### src/rtl/pcnt_pkg.sv
// Package: shared slot selects, command bit positions and mode layout
// for the preloadable counter channel.
package pcnt_pkg;

    // Host slot selects (addr field)
    typedef enum logic [1:0] {
        SLOT_LO   = 2'd0,
        SLOT_HI   = 2'd1,
        SLOT_MODE = 2'd2,
        SLOT_CMD  = 2'd3
    } slot_e;

    // Mode word, bit 0 = down, bit 1 = auto-reload, bit 2 = preload select
    typedef struct packed {
        logic psel;
        logic auto_ld;
        logic down;
    } mode_t;

    localparam int MODE_W = $bits(mode_t);
    localparam int NUM_PR = 2;

endpackage

### src/rtl/pcnt_host_decode.sv
// Module: pcnt_host_decode
// Decodes host writes into the mode register and one-cycle strobes for
// preload staging, preload commit, clear and load-from-slot-0.
// Assumes at most one host write per cycle; clear beats load.
module pcnt_host_decode
    import pcnt_pkg::*;
(
    input  logic              clk,
    input  logic              rst_n,
    input  logic              wr_en,
    input  logic [1:0]        addr,
    input  logic [MODE_W-1:0] mode_bits,
    input  logic [1:0]        cmd_bits,   // [1] = clear, [0] = load
    output mode_t             mode_q,
    output logic              wr_lo,
    output logic              wr_hi,
    output logic              cmd_clr,
    output logic              cmd_load
);

    // Holds the mode word written by the host
    always_ff @(posedge clk) begin
        if (!rst_n) begin
            mode_q <= '0;
        end else if (wr_en && (addr == SLOT_MODE)) begin
            mode_q <= mode_t'(mode_bits);
        end
    end

    // Produces write strobes for the preload halves and commands
    always_comb begin
        wr_lo    = wr_en && (addr == SLOT_LO);
        wr_hi    = wr_en && (addr == SLOT_HI);
        cmd_clr  = wr_en && (addr == SLOT_CMD) && cmd_bits[1];
        cmd_load = wr_en && (addr == SLOT_CMD) && cmd_bits[0] && !cmd_bits[1];
    end

endmodule

### src/rtl/pcnt_preload_bank.sv
// Module: pcnt_preload_bank
// Stages the high half of a preload value and commits it with the low
// half into the slot chosen by psel. Assumes the host writes the high
// half before the low half.
module pcnt_preload_bank
    import pcnt_pkg::*;
#(
    parameter int CNT_W = 24,
    parameter int BUS_W = 16
) (
    input  logic                          clk,
    input  logic                          rst_n,
    input  logic                          wr_hi,
    input  logic                          wr_lo,
    input  logic                          psel,
    input  logic [BUS_W-1:0]              wdata,
    output logic [NUM_PR-1:0][CNT_W-1:0]  pr_q
);

    localparam int HI_W = CNT_W - BUS_W;

    logic [HI_W-1:0] stage_q;

    // Captures the staged upper bits on a high-half write
    always_ff @(posedge clk) begin
        if (!rst_n) begin
            stage_q <= '0;
        end else if (wr_hi) begin
            stage_q <= wdata[HI_W-1:0];
        end
    end

    for (genvar g = 0; g < NUM_PR; g++) begin : g_slot
        logic [CNT_W-1:0] slot_q;

        // Commits the full value into this slot on a low-half write
        always_ff @(posedge clk) begin
            if (!rst_n) begin
                slot_q <= '0;
            end else if (wr_lo && (psel == 1'(g))) begin
                slot_q <= {stage_q, wdata};
            end
        end

        assign pr_q[g] = slot_q;
    end

endmodule

### src/rtl/pcnt_core.sv
// Module: pcnt_core
// The counter register and terminal-count event. Priority order:
// clear, load from slot 0, count pulse. A downward step at zero raises
// tc for one cycle and optionally reloads from slot 1.
module pcnt_core #(
    parameter int CNT_W = 24
) (
    input  logic             clk,
    input  logic             rst_n,
    input  logic             cmd_clr,
    input  logic             cmd_load,
    input  logic             cnt_pulse,
    input  logic             down,
    input  logic             auto_ld,
    input  logic [CNT_W-1:0] load_val,
    input  logic [CNT_W-1:0] reload_val,
    output logic [CNT_W-1:0] count_q,
    output logic             tc_q
);

    logic [CNT_W-1:0] count_d;
    logic             tc_d;
    logic             at_zero;

    assign at_zero = (count_q == '0);

    // Chooses the next count and terminal-count flag by priority
    always_comb begin
        count_d = count_q;
        tc_d    = 1'b0;
        if (cmd_clr) begin
            count_d = '0;
        end else if (cmd_load) begin
            count_d = load_val;
        end else if (cnt_pulse) begin
            if (!down) begin
                count_d = count_q + CNT_W'(1);
            end else if (at_zero) begin
                tc_d = 1'b1;
                if (auto_ld) begin
                    count_d = reload_val;
                end
            end else begin
                count_d = count_q - CNT_W'(1);
            end
        end
    end

    // Registers the count and terminal-count flag
    always_ff @(posedge clk) begin
        if (!rst_n) begin
            count_q <= '0;
            tc_q    <= 1'b0;
        end else begin
            count_q <= count_d;
            tc_q    <= tc_d;
        end
    end

endmodule

### src/rtl/pcnt_readout.sv
// Module: pcnt_readout
// Registers host read data one cycle after rd_en. A low-word read
// freezes the upper count bits so a later high-word read matches it.
module pcnt_readout
    import pcnt_pkg::*;
#(
    parameter int CNT_W = 24,
    parameter int BUS_W = 16
) (
    input  logic              clk,
    input  logic              rst_n,
    input  logic              rd_en,
    input  logic [1:0]        addr,
    input  logic [CNT_W-1:0]  count,
    input  mode_t             mode,
    output logic [BUS_W-1:0]  rdata,
    output logic              rdata_vld
);

    localparam int HI_W = CNT_W - BUS_W;

    logic [HI_W-1:0] snap_q;

    // Returns the selected word and freezes the upper count bits
    always_ff @(posedge clk) begin
        if (!rst_n) begin
            rdata     <= '0;
            rdata_vld <= 1'b0;
            snap_q    <= '0;
        end else begin
            rdata_vld <= rd_en;
            if (rd_en) begin
                unique case (addr)
                    SLOT_LO: begin
                        rdata  <= count[BUS_W-1:0];
                        snap_q <= count[CNT_W-1:BUS_W];
                    end
                    SLOT_HI:   rdata <= {{(BUS_W-HI_W){1'b0}}, snap_q};
                    SLOT_MODE: rdata <= {{(BUS_W-MODE_W){1'b0}}, mode};
                    default:   rdata <= '0;
                endcase
            end
        end
    end

endmodule

### src/rtl/pcnt_channel.sv
// Module: pcnt_channel
// Top of the preloadable counter channel: host decode, preload bank,
// counter core and read path. Assumes the host does not read and write
// in the same cycle and writes the high preload half before the low.
module pcnt_channel
    import pcnt_pkg::*;
#(
    parameter int CNT_W = 24,
    parameter int BUS_W = 16
) (
    input  logic             clk,
    input  logic             rst_n,
    input  logic             wr_en,
    input  logic             rd_en,
    input  logic [1:0]       addr,
    input  logic [BUS_W-1:0] wdata,
    input  logic             cnt_pulse,
    output logic [BUS_W-1:0] rdata,
    output logic             rdata_vld,
    output logic             tc_pulse
);

    mode_t                        mode_q;
    logic                         wr_lo;
    logic                         wr_hi;
    logic                         cmd_clr;
    logic                         cmd_load;
    logic [NUM_PR-1:0][CNT_W-1:0] pr_q;
    logic [CNT_W-1:0]             count_q;

    pcnt_host_decode u_decode (
        .clk       (clk),
        .rst_n     (rst_n),
        .wr_en     (wr_en),
        .addr      (addr),
        .mode_bits (wdata[MODE_W-1:0]),
        .cmd_bits  (wdata[BUS_W-1:BUS_W-2]),
        .mode_q    (mode_q),
        .wr_lo     (wr_lo),
        .wr_hi     (wr_hi),
        .cmd_clr   (cmd_clr),
        .cmd_load  (cmd_load)
    );

    pcnt_preload_bank #(.CNT_W(CNT_W), .BUS_W(BUS_W)) u_bank (
        .clk   (clk),
        .rst_n (rst_n),
        .wr_hi (wr_hi),
        .wr_lo (wr_lo),
        .psel  (mode_q.psel),
        .wdata (wdata),
        .pr_q  (pr_q)
    );

    pcnt_core #(.CNT_W(CNT_W)) u_core (
        .clk        (clk),
        .rst_n      (rst_n),
        .cmd_clr    (cmd_clr),
        .cmd_load   (cmd_load),
        .cnt_pulse  (cnt_pulse),
        .down       (mode_q.down),
        .auto_ld    (mode_q.auto_ld),
        .load_val   (pr_q[0]),
        .reload_val (pr_q[1]),
        .count_q    (count_q),
        .tc_q       (tc_pulse)
    );

    pcnt_readout #(.CNT_W(CNT_W), .BUS_W(BUS_W)) u_read (
        .clk       (clk),
        .rst_n     (rst_n),
        .rd_en     (rd_en),
        .addr      (addr),
        .count     (count_q),
        .mode      (mode_q),
        .rdata     (rdata),
        .rdata_vld (rdata_vld)
    );

endmodule

### config.mk
export PLATFORM = sky130hd
export DESIGN_NAME = pcnt_channel
export DESIGN_NICKNAME = d
export VERILOG_FILES = /design/src/rtl/pcnt_pkg.sv /design/src/rtl/pcnt_host_decode.sv /design/src/rtl/pcnt_preload_bank.sv /design/src/rtl/pcnt_core.sv /design/src/rtl/pcnt_readout.sv /design/src/rtl/pcnt_channel.sv
export SDC_FILE = /design/constraint.sdc
export NUM_CORES = 1
export LEC_CHECK = 0
export ABC_AREA = 1
export BUFFER_PORTS_ARGS = -buffer_cell sky130_fd_sc_hd__buf_2
export CORE_ASPECT_RATIO = 0.75
export CORE_MARGIN = 2
export CORE_UTILIZATION = 61
export DETAILED_ROUTE_END_ITERATION = 16
export PLACE_DENSITY_LB_ADDON = 0.08
export SYNTH_ARGS = -nofsm -noshare
export SYNTH_HDL_FRONTEND = slang
export SYNTH_SLANG_ARGS = --single-unit
### constraint.sdc
create_clock -name clk -period 1.9 [get_ports clk]
set_input_delay 0.285 -clock clk [delete_from_list [all_inputs] [get_ports clk]]
set_output_delay 0.285 -clock clk [all_outputs]
set_load 0.02 [all_outputs]
==> flow_summary.toml, run 1 <==
[timing]
final.min_clock_period_ps = 1880
max_slew.worst_pin.slew_ps = 528
min_period_over_period_pct = 99.1
fin_skew_ps = 6.03
relSlewSlack_pct = 64.8
slew_viol_final = 0
setup_viol = 0
hold_violations = 0
fmax_ghz = 0.531
worst_hold_slack_ps = 215

[synthesis]
ys_ff_latch = 109
synth_ff_type = "dfxtp_1"
synthCells = 930
ys_async_sr_fraction_pct = 0
avgSynthCellArea_sq_um = 6.41
yosysSeqAreaShare_pct = 36.6
yosysUniqueCellTypes = 29
yosys_warnings = 0
syn-num-nets = 956
syn_area_sq_um = 5960
synth-edff-count = 0

[clock_network]
cts_sinks = 109
cts_tree = "done"
htree_levels = 3
cts_buffers = 9
clock_path_buffers = 2
root_buffer = "clkbuf_16"
clk_pin_slew_ps = 70
insertion_delay_ps = 360

[power_and_ir_drop]
p_per_area_nw_per_um2 = 801
ir_drop_v = 0.000574
power_mw = 5.79
leakagePower_nw = 3.09

[setup_path]
worstSetupPathType = "reg2reg"
r2r_slack_ps = 20
crit_path_end_kind = "flip-flop"
r2r_end = "u_core.count_q[21]$_SDFFE_PP0P_"
crit_path_max_fanout = 6
critPathRequiredTime_ps = 2160
rr_startpoint = "u_core.count_q[10]$_SDFFE_PP0P_"
crit_end = "u_core.count_q[21]$_SDFFE_PP0P_"
rr_worst_depth = 11
cp-start-kind = "flip-flop"
startpoint = "u_core.count_q[10]$_SDFFE_PP0P_"
worstPathArrival_ps = 2140

[finish]
final_common_cell = "nand2_1"
antennaDiodeCount = 0
drive_gt1_share_pct = 18.6
nNetsFinal = 1031
layout_common_cells = "nand2_1, a21oi_1, dfxtp_1"
syn2layout_area_growth_pct = 21.2

[drt]
vias_per_cell = 5.98
drtAntennaViolNets = 0
wl_per_cell_um = 18.3
first_iter_violations = 857
drt-total-wl_mm = 20.9
drcViolationCount = 0
first_pass_iters = 11
dr_total_vias = 6834

[floorplanning]
dieWidth_um = 118
die_area_sq_um = 10600
boundaryPins = 41
rows = 31
initial_core_util_pct = 62.2
core_area_sq_um = 9580
die_h_um = 89.6

[global_route]
grt_pass1_vias = 5965
antenna_found_initial = 0
overflow = 0
grt_usage_pct = 38.2
grt_pass1_wl_mm = 31.0
grt_max_degree = 49

[hold_path]
min_path_type = "in2reg"

[outcome]
outcome = "complete, no violations"

[placed_design]
gp_congestion = 1.03
dp_hpwl_mm = 14.8
port-buffer-count = 40

[flow_run]
drv_cap = 0
-- cell type report --
type	count	area [sq um]
sequential	109	2190
tap	132	165
timing repair buffer	118	877
fill	728	2350
clock buffer	11	243
multi-input combinational	663	3270
clock inverter	5	91.3
inverter	104	393
-- flip-flops by register name, summed over array words and instances, names as in the netlist --
signal / cells
u_bank.g_slot.slot_q: 48
u_core.count_q: 24
u_read.rdata: 16
u_bank.stage_q: 8
u_read.snap_q: 8
u_decode.mode_q: 3
u_core.tc_q: 1
u_read.rdata_vld: 1
-- worst min-delay path by stage --
stage	from	to	slack [ps]	cells past startpoint
floorplan	cnt_pulse	u_core.tc_q$_SDFF_PP0_	420	2
global placement	u_bank.g_slot[0].slot_q[16]$_SDFFE_PN0P_	u_bank.g_slot[0].slot_q[16]$_SDFFE_PN0P_	430	2
detailed placement	u_bank.g_slot[0].slot_q[19]$_SDFFE_PN0P_	u_bank.g_slot[0].slot_q[19]$_SDFFE_PN0P_	430	2
CTS	wdata[3]	u_bank.stage_q[3]$_SDFFE_PN0P_	210	3
global route	wdata[3]	u_bank.stage_q[3]$_SDFFE_PN0P_	220	3
finish	wdata[3]	u_bank.stage_q[3]$_SDFFE_PN0P_	220	3
-- metrics by stage --
stage               setup slack (ps)  instances  TNS, ps  area (sq um)  util [%]
finish                          18.0       1142        0          7230      75.4
global route                   -67.9       1142     -430          7230      75.4
CTS                             19.2       1133        0          6970      72.7
detailed placement             -43.5       1114     -292          6600      68.9
global placement               -47.0       1114    -47.0          6600      68.9
floorplan                        221        930        0          5960         -
-- logic make-up (layout without fill, tap and decap cells) --
logic type      count (synthesis)  after routing  share of synthesized area, %
buf+inv                       159            238                          11.0
simple gates                  407            407                          29.0
flops                         109            109                          36.6
fa+ha+maj                       3              3                         0.630
compound gates                235            236                          20.3
xor+xnor                       17             17                          2.50
-- synthesized netlist by cell type, types with 9 or more instances --
cell	count	area [sq um]
buf_2	18	90.1
nand3_1	74	370
xor2_1	16	140
a21oi_1	133	666
nor2_1	87	327
clkbuf_1	27	101
nand2_1	213	800
nor3_1	9	45.0
nand4_1	11	68.8
dfxtp_1	109	2180
o21ai_0	91	455
inv_1	102	383
-- worst max-delay path, stage by stage, from the launching register on --
cell and delay [ps]:
dfxtp_1 330, buf_4 160, nor2_1 210, nand2_2 150
nor2_1 130, nand2_1 150, o21ai_0 220, nand3_1 120
o211ai_1 100, nand3_1 90, nand2_1 80, inv_1 40
-- power breakdown --
group | total (mW) | internal, mW | switching [mW]
logic | 1.23 | 0.452 | 0.776
clock network | 2.12 | 1.21 | 0.902
registers | 2.44 | 2.38 | 0.0674
total | 5.79 | 4.04 | 1.75
-- per-layer routing --
| layer | part of all wire (%) | vias to the layer above | GRT usage [%] |
|---|---|---|---|
| met3 | 12 | 93 | 9.22 |
| met4 | 4.8 | 0 | 18.8 |
| met1 | 39 | 3109 | 49.3 |
| met2 | 43 | 453 | 61.1 |
| li1 | - | 3179 | - |
| met5 | 0 | - | 0 |
-- timing repair --
item	4_1_cts	5_1_grt
resized for setup	2	52
pin swaps	0	9
endpoints found under the setup margin	19	24
setup buffers	3	5
hold buffers	0	0
cloned	0	4
No activity file was read; power rests on OpenSTA's default activity.
==> inputs of run 2 (changes only) <==
Settings changed: ABC_CLOCK_PERIOD_IN_PS set to 1900, CELL_PAD_IN_SITES_DETAIL_PLACEMENT set to 0, CELL_PAD_IN_SITES_GLOBAL_PLACEMENT set to 2, CORE_UTILIZATION 61 to 33.
==> flow_summary.toml, run 2 (synthesis gave the netlist of run 1 again) <==
[finish]
final_area_sq_um = 7550
nNetsFinal = 1056
drive_gt1_share_pct = 21.1
largest_register_ffs = 48
final_common_cell = "nand2_1"
syn2layout_area_growth_pct = 26.7
antennaDiodeCount = 0
top_regs = "u_bank.g_slot.slot_q: 48 flops, u_core.count_q: 24 flops, u_read.rdata: 16 flops"
layout_common_cells = "nand2_1, a21oi_1, dfxtp_1"
regMostFlops = "u_bank.g_slot.slot_q"
final_util_pct = 42.8

[floorplanning]
core_area_sq_um = 17700
die_area_sq_um = 19200
dieWidth_um = 159
rows = 42
initial_core_util_pct = 33.8
boundaryPins = 41
die_h_um = 120

[setup_path]
critPathRequiredTime_ps = 2130
cpLargestDelayFamily = "simple AND/OR/NAND/NOR gates"
crit_path_end_kind = "flip-flop"
cp-start-kind = "flip-flop"
slowest_stage = "dfxtp_2"
crit_buf_inv = 2
crit_path_max_fanout = 7
cp_slowest_stage_delay_ps = 350
worstSetupPathType = "reg2reg"
worstPathArrival_ps = 2060
crit_chain = "nor2_2 -> nand2_1 -> nor2_1 -> buf_4 -> nand3_4 -> nor2_2 -> nand3_2 -> o21ai_4 -> clkbuf_16 -> nor2_1 -> nand2_1 -> a21oi_1"

[drt]
dr_total_vias = 6498
vias_per_cell = 5.09
drt-total-wl_mm = 23.6
drtAntennaViolNets = 0
drcViolationCount = 0
first_iter_violations = 463
wl_per_cell_um = 18.5
first_pass_iters = 5

[timing]
min_period_over_period_pct = 96.4
fin_skew_ps = 10.7
setup_viol = 0
rsz0062_at_grt = "yes"
worst_hold_slack_ps = 203
finalWorstSetupSlack_ps = 69.3
fmax_ghz = 0.546
slew_viol_final = 0
hold_violations = 0
max_slew.worst_pin.slew_ps = 558
final.min_clock_period_ps = 1830
relSlewSlack_pct = 62.8

[clock_network]
clock_path_buffers = 2
htree_levels = 3
clk_pin_slew_ps = 80
root_buffer = "clkbuf_16"
insertion_delay_ps = 360
cts_hold_buf = 0
cts_sinks = 109
cts_tree = "done"
cts_buffers = 9

[global_route]
grt_usage_pct = 24.6
grt_max_degree = 66
antenna_found_initial = 0
overflow = 0
grt_pass1_vias = 6039
grt_pass1_wl_mm = 35.6

[power_and_ir_drop]
p_per_area_nw_per_um2 = 759
leakagePower_nw = 3.23
internal_power_mw = 3.88
pwr-share-comb_pct = 22.8
pwr-share-clk_pct = 34.5
pwr-share-seq_pct = 42.7
switching_power_mw = 1.85
ir_drop_v = 0.000515
p_sw_share_pct = 32.3

[outcome]
outcome = "complete, no violations"

[placed_design]
dp_slack_ps = -1.30
gp_congestion = 0.960
port-buffer-count = 40
dp_hpwl_mm = 18.1
dpl_cell_area_sq_um = 6960

[flow_run]
drv_cap = 0

[hold_path]
min_path_type = "in2reg"
[run 2: metrics by stage]
step / power, mW / setup TNS, ps / std cells
global route: 5.98 / 0 / 1277
detailed placement: 3.68 / -1.30 / 1251
floorplan: 3.15 / 0 / 930
CTS: 5.65 / 0 / 1267
global placement: 3.67 / -6.93 / 1251
finish: 5.73 / 0 / 1277
[run 2: layout make-up]
class,instances,area (sq um)
clock inverter,5,52.6
clock buffer,11,253
multi-input combinational,663,3290
fill,1941,10100
sequential,109,2190
timing repair buffer,143,1070
inverter,104,390
tap,242,303
[run 2: layer usage]
metal  GRT usage [%]  vias up  part of all wire (%)
met2            37.2      191                    43
met5               0        -                     0
met3            4.08       33                   5.2
met1            35.8     3057                    50
met4            7.67        0                   2.8
li1                -     3217                     -
[run 2: worst paths after layout]
path	startpoint	end	slack, ps	depth (start not counted)
worst max register to register	u_core.count_q[19]$_SDFFE_PP0P_	u_core.count_q[15]$_SDFFE_PP0P_	70	12
worst min register to register	u_bank.g_slot[0].slot_q[19]$_SDFFE_PN0P_	u_bank.g_slot[0].slot_q[19]$_SDFFE_PN0P_	440	2
worst min-delay path	wdata[5]	u_bank.stage_q[5]$_SDFFE_PN0P_	200	3
worst max-delay path	u_core.count_q[19]$_SDFFE_PP0P_	u_core.count_q[15]$_SDFFE_PP0P_	70	12
[run 2: repair_timing]
action | in CTS | in global routing
endpoints found under the hold margin | 0 | 0
setup buffers | 0 | 7
gates cloned | 0 | 3
setup endpoints to repair | 2 | 24
pin swaps | 0 | 10
gates resized for setup | 2 | 58
[run 2: power groups by stage]
stage	combinational [mW]	clock, mW	sequential [mW]
3_3_place_gp	1.18	0	2.49
2_1_floorplan	0.675	0	2.48
4_1_cts	1.19	2.02	2.44
6_report	1.31	1.98	2.45
3_5_place_dp	1.19	0	2.49
5_1_grt	1.43	2.09	2.46
[run 2: tightest hold or removal path, cell delays in order]
cell	delay [ps]
buf_2	110
nand3_1	70
a21oi_1	60
==> inputs of run 3 (changes only) <==
Settings changed: ABC_CLOCK_PERIOD_IN_PS 1900 to 1600, CORE_MARGIN 2 to not set, CORE_UTILIZATION 33 to 25.
Clock period 1.9 ns to 1.6 ns, I/O delays scaled along.
==> flow_summary.toml, run 3 (synthesis gave the netlist of run 1 again) <==
[clock_network]
cts_sinks = 109
htree_levels = 3
insertion_delay_ps = 380
cts_hold_buf = 0
root_buffer = "clkbuf_16"
clk_pin_slew_ps = 80
cts_tree = "done"
cts_buffers = 9
clock_path_buffers = 2

[drt]
drtAntennaViolNets = 0
drcViolationCount = 0
first_pass_iters = 5
drt-total-wl_mm = 25.8
wl_per_cell_um = 18.6
dr_total_vias = 6651
first_iter_violations = 573
vias_per_cell = 4.80

[timing]
slew_viol_final = 0
max_slew.worst_pin.slew_ps = 528
hold_violations = 0
min_period_over_period_pct = 112
setup_viol = 24
fmax_ghz = 0.558
finalWorstSetupSlack_ps = -192
final.min_clock_period_ps = 1790
rsz0062_at_grt = "yes"
fin_skew_ps = 13.9
relSlewSlack_pct = 64.8

[floorplanning]
die_area_sq_um = 24500
core_area_sq_um = 23200
rows = 48
initial_core_util_pct = 25.7
die_h_um = 136
boundaryPins = 41
dieWidth_um = 180

[power_and_ir_drop]
p_per_area_nw_per_um2 = 838
power_mw = 7.14
leakagePower_nw = 3.57
ir_drop_v = 0.000579

[global_route]
use_met3_pct = 3.33
grt_pass1_vias = 6214
met1_usage_pct = 29.5
grt_max_degree = 66
top_usage_layer = "met2"
grt_util_met2_pct = 33.6
grt_usage_pct = 21.4
grt_pass1_wl_mm = 38.1
antenna_found_initial = 0
overflow = 0

[setup_path]
slowest_stage = "dfxtp_4"
critPathRequiredTime_ps = 1860
crit_buf_inv = 0
worstPathArrival_ps = 2050
cp-start-kind = "flip-flop"
crit_path_max_fanout = 4
cpLargestDelayFamily = "simple AND/OR/NAND/NOR gates"
worstSetupPathType = "reg2reg"
cp_common_cell = "nand2_1"
r2r_slack_ps = -190
crit_chain = "ha_2 -> nand2_2 -> nor2_2 -> nand2_2 -> nor2_2 -> nand2_1 -> o21ai_0 -> nand2_1 -> nand2_1 -> nand3_1 -> nand2_1 -> a21oi_1"
cp_slowest_stage_delay_ps = 390
crit_path_end_kind = "flip-flop"

[outcome]
violations = "setup timing"
outcome = "complete, but fails checks"

[placed_design]
dp_slack_ps = -342
port-buffer-count = 40
gp_congestion = 0.907
dp_hpwl_mm = 19.3

[hold_path]
min_path_type = "in2reg"

[finish]
drive_gt1_share_pct = 31.3
largest_register_ffs = 48
layout_common_cells = "nand2_1, buf_4, a21oi_1"
antennaDiodeCount = 0
nNetsFinal = 1108
regMostFlops = "u_bank.g_slot.slot_q"
final_common_cell = "nand2_1"
top_regs = "u_bank.g_slot.slot_q: 48 flops, u_core.count_q: 24 flops, u_read.rdata: 16 flops"
syn2layout_area_growth_pct = 42.9

[flow_run]
drv_cap = 0
-- run 3: cell count changes in the layout (fill, tap and decap cells not counted), sizes merged --
cell	previous run	this run
buf	141	194
clkbuf	13	12
clkinv	2	1
clkinvlp	1	3
inv	106	105
-- run 3: final timing paths --
check	cells after the start	endpoint	from
worst min-delay path	3	u_bank.stage_q[5]$_SDFFE_PN0P_	wdata[5]
worst min register to register	2	u_bank.g_slot[0].slot_q[12]$_SDFFE_PN0P_	u_bank.g_slot[0].slot_q[12]$_SDFFE_PN0P_
worst max-delay path	12	u_core.count_q[18]$_SDFFE_PP0P_	u_core.count_q[0]$_SDFFE_PP0P_
worst max register to register	12	u_core.count_q[18]$_SDFFE_PP0P_	u_core.count_q[0]$_SDFFE_PP0P_
-- run 3: routing by layer --
layer  share of wire (%)  routed length [um]
met4                 2.6                 666
met1                  49               12600
met2                  44               11300
met5                   0                   0
met3                 4.6                1180
-- run 3: report_power, final --
part | total, mW | internal (mW) | switching [mW]
clock network | 2.34 | 1.16 | 1.18
logic | 1.87 | 0.793 | 1.07
registers | 2.93 | 2.82 | 0.107
total | 7.14 | 4.77 | 2.36
-- run 3: repair_timing --
item	4_1_cts	5_1_grt
cloned	3	2
pin swaps	17	31
gates resized for setup	68	93
setup endpoints to repair	25	25
setup buffers	7	8
-- run 3: final cells by class --
cell class | instances | area, sq um
clock inverters | 5 | 41.3
flip-flops and latches | 109 | 2220
multi-input cells | 663 | 3630
well taps | 300 | 375
clock buffers | 11 | 253
inverters | 104 | 402
repair buffers | 195 | 1600
fillers | 2515 | 14700
-- run 3: tightest hold or removal path, cell delays in order --
cell	delay, ps
buf_2	110
nand3_1	70
a21oi_1	60
-- run 3: stage by stage --
stage	instances	util, %	setup TNS, ps	hold WS, ps	instance area (sq um)
floorplan	930	-	-17.6	373	6050
global placement	1353	32.4	-6290	436	7500
detailed placement	1353	32.4	-6690	441	7500
CTS	1379	35.1	-4230	129	8140
global route	1387	36.7	-5780	152	8520
finish	1387	36.7	-3520	144	8520
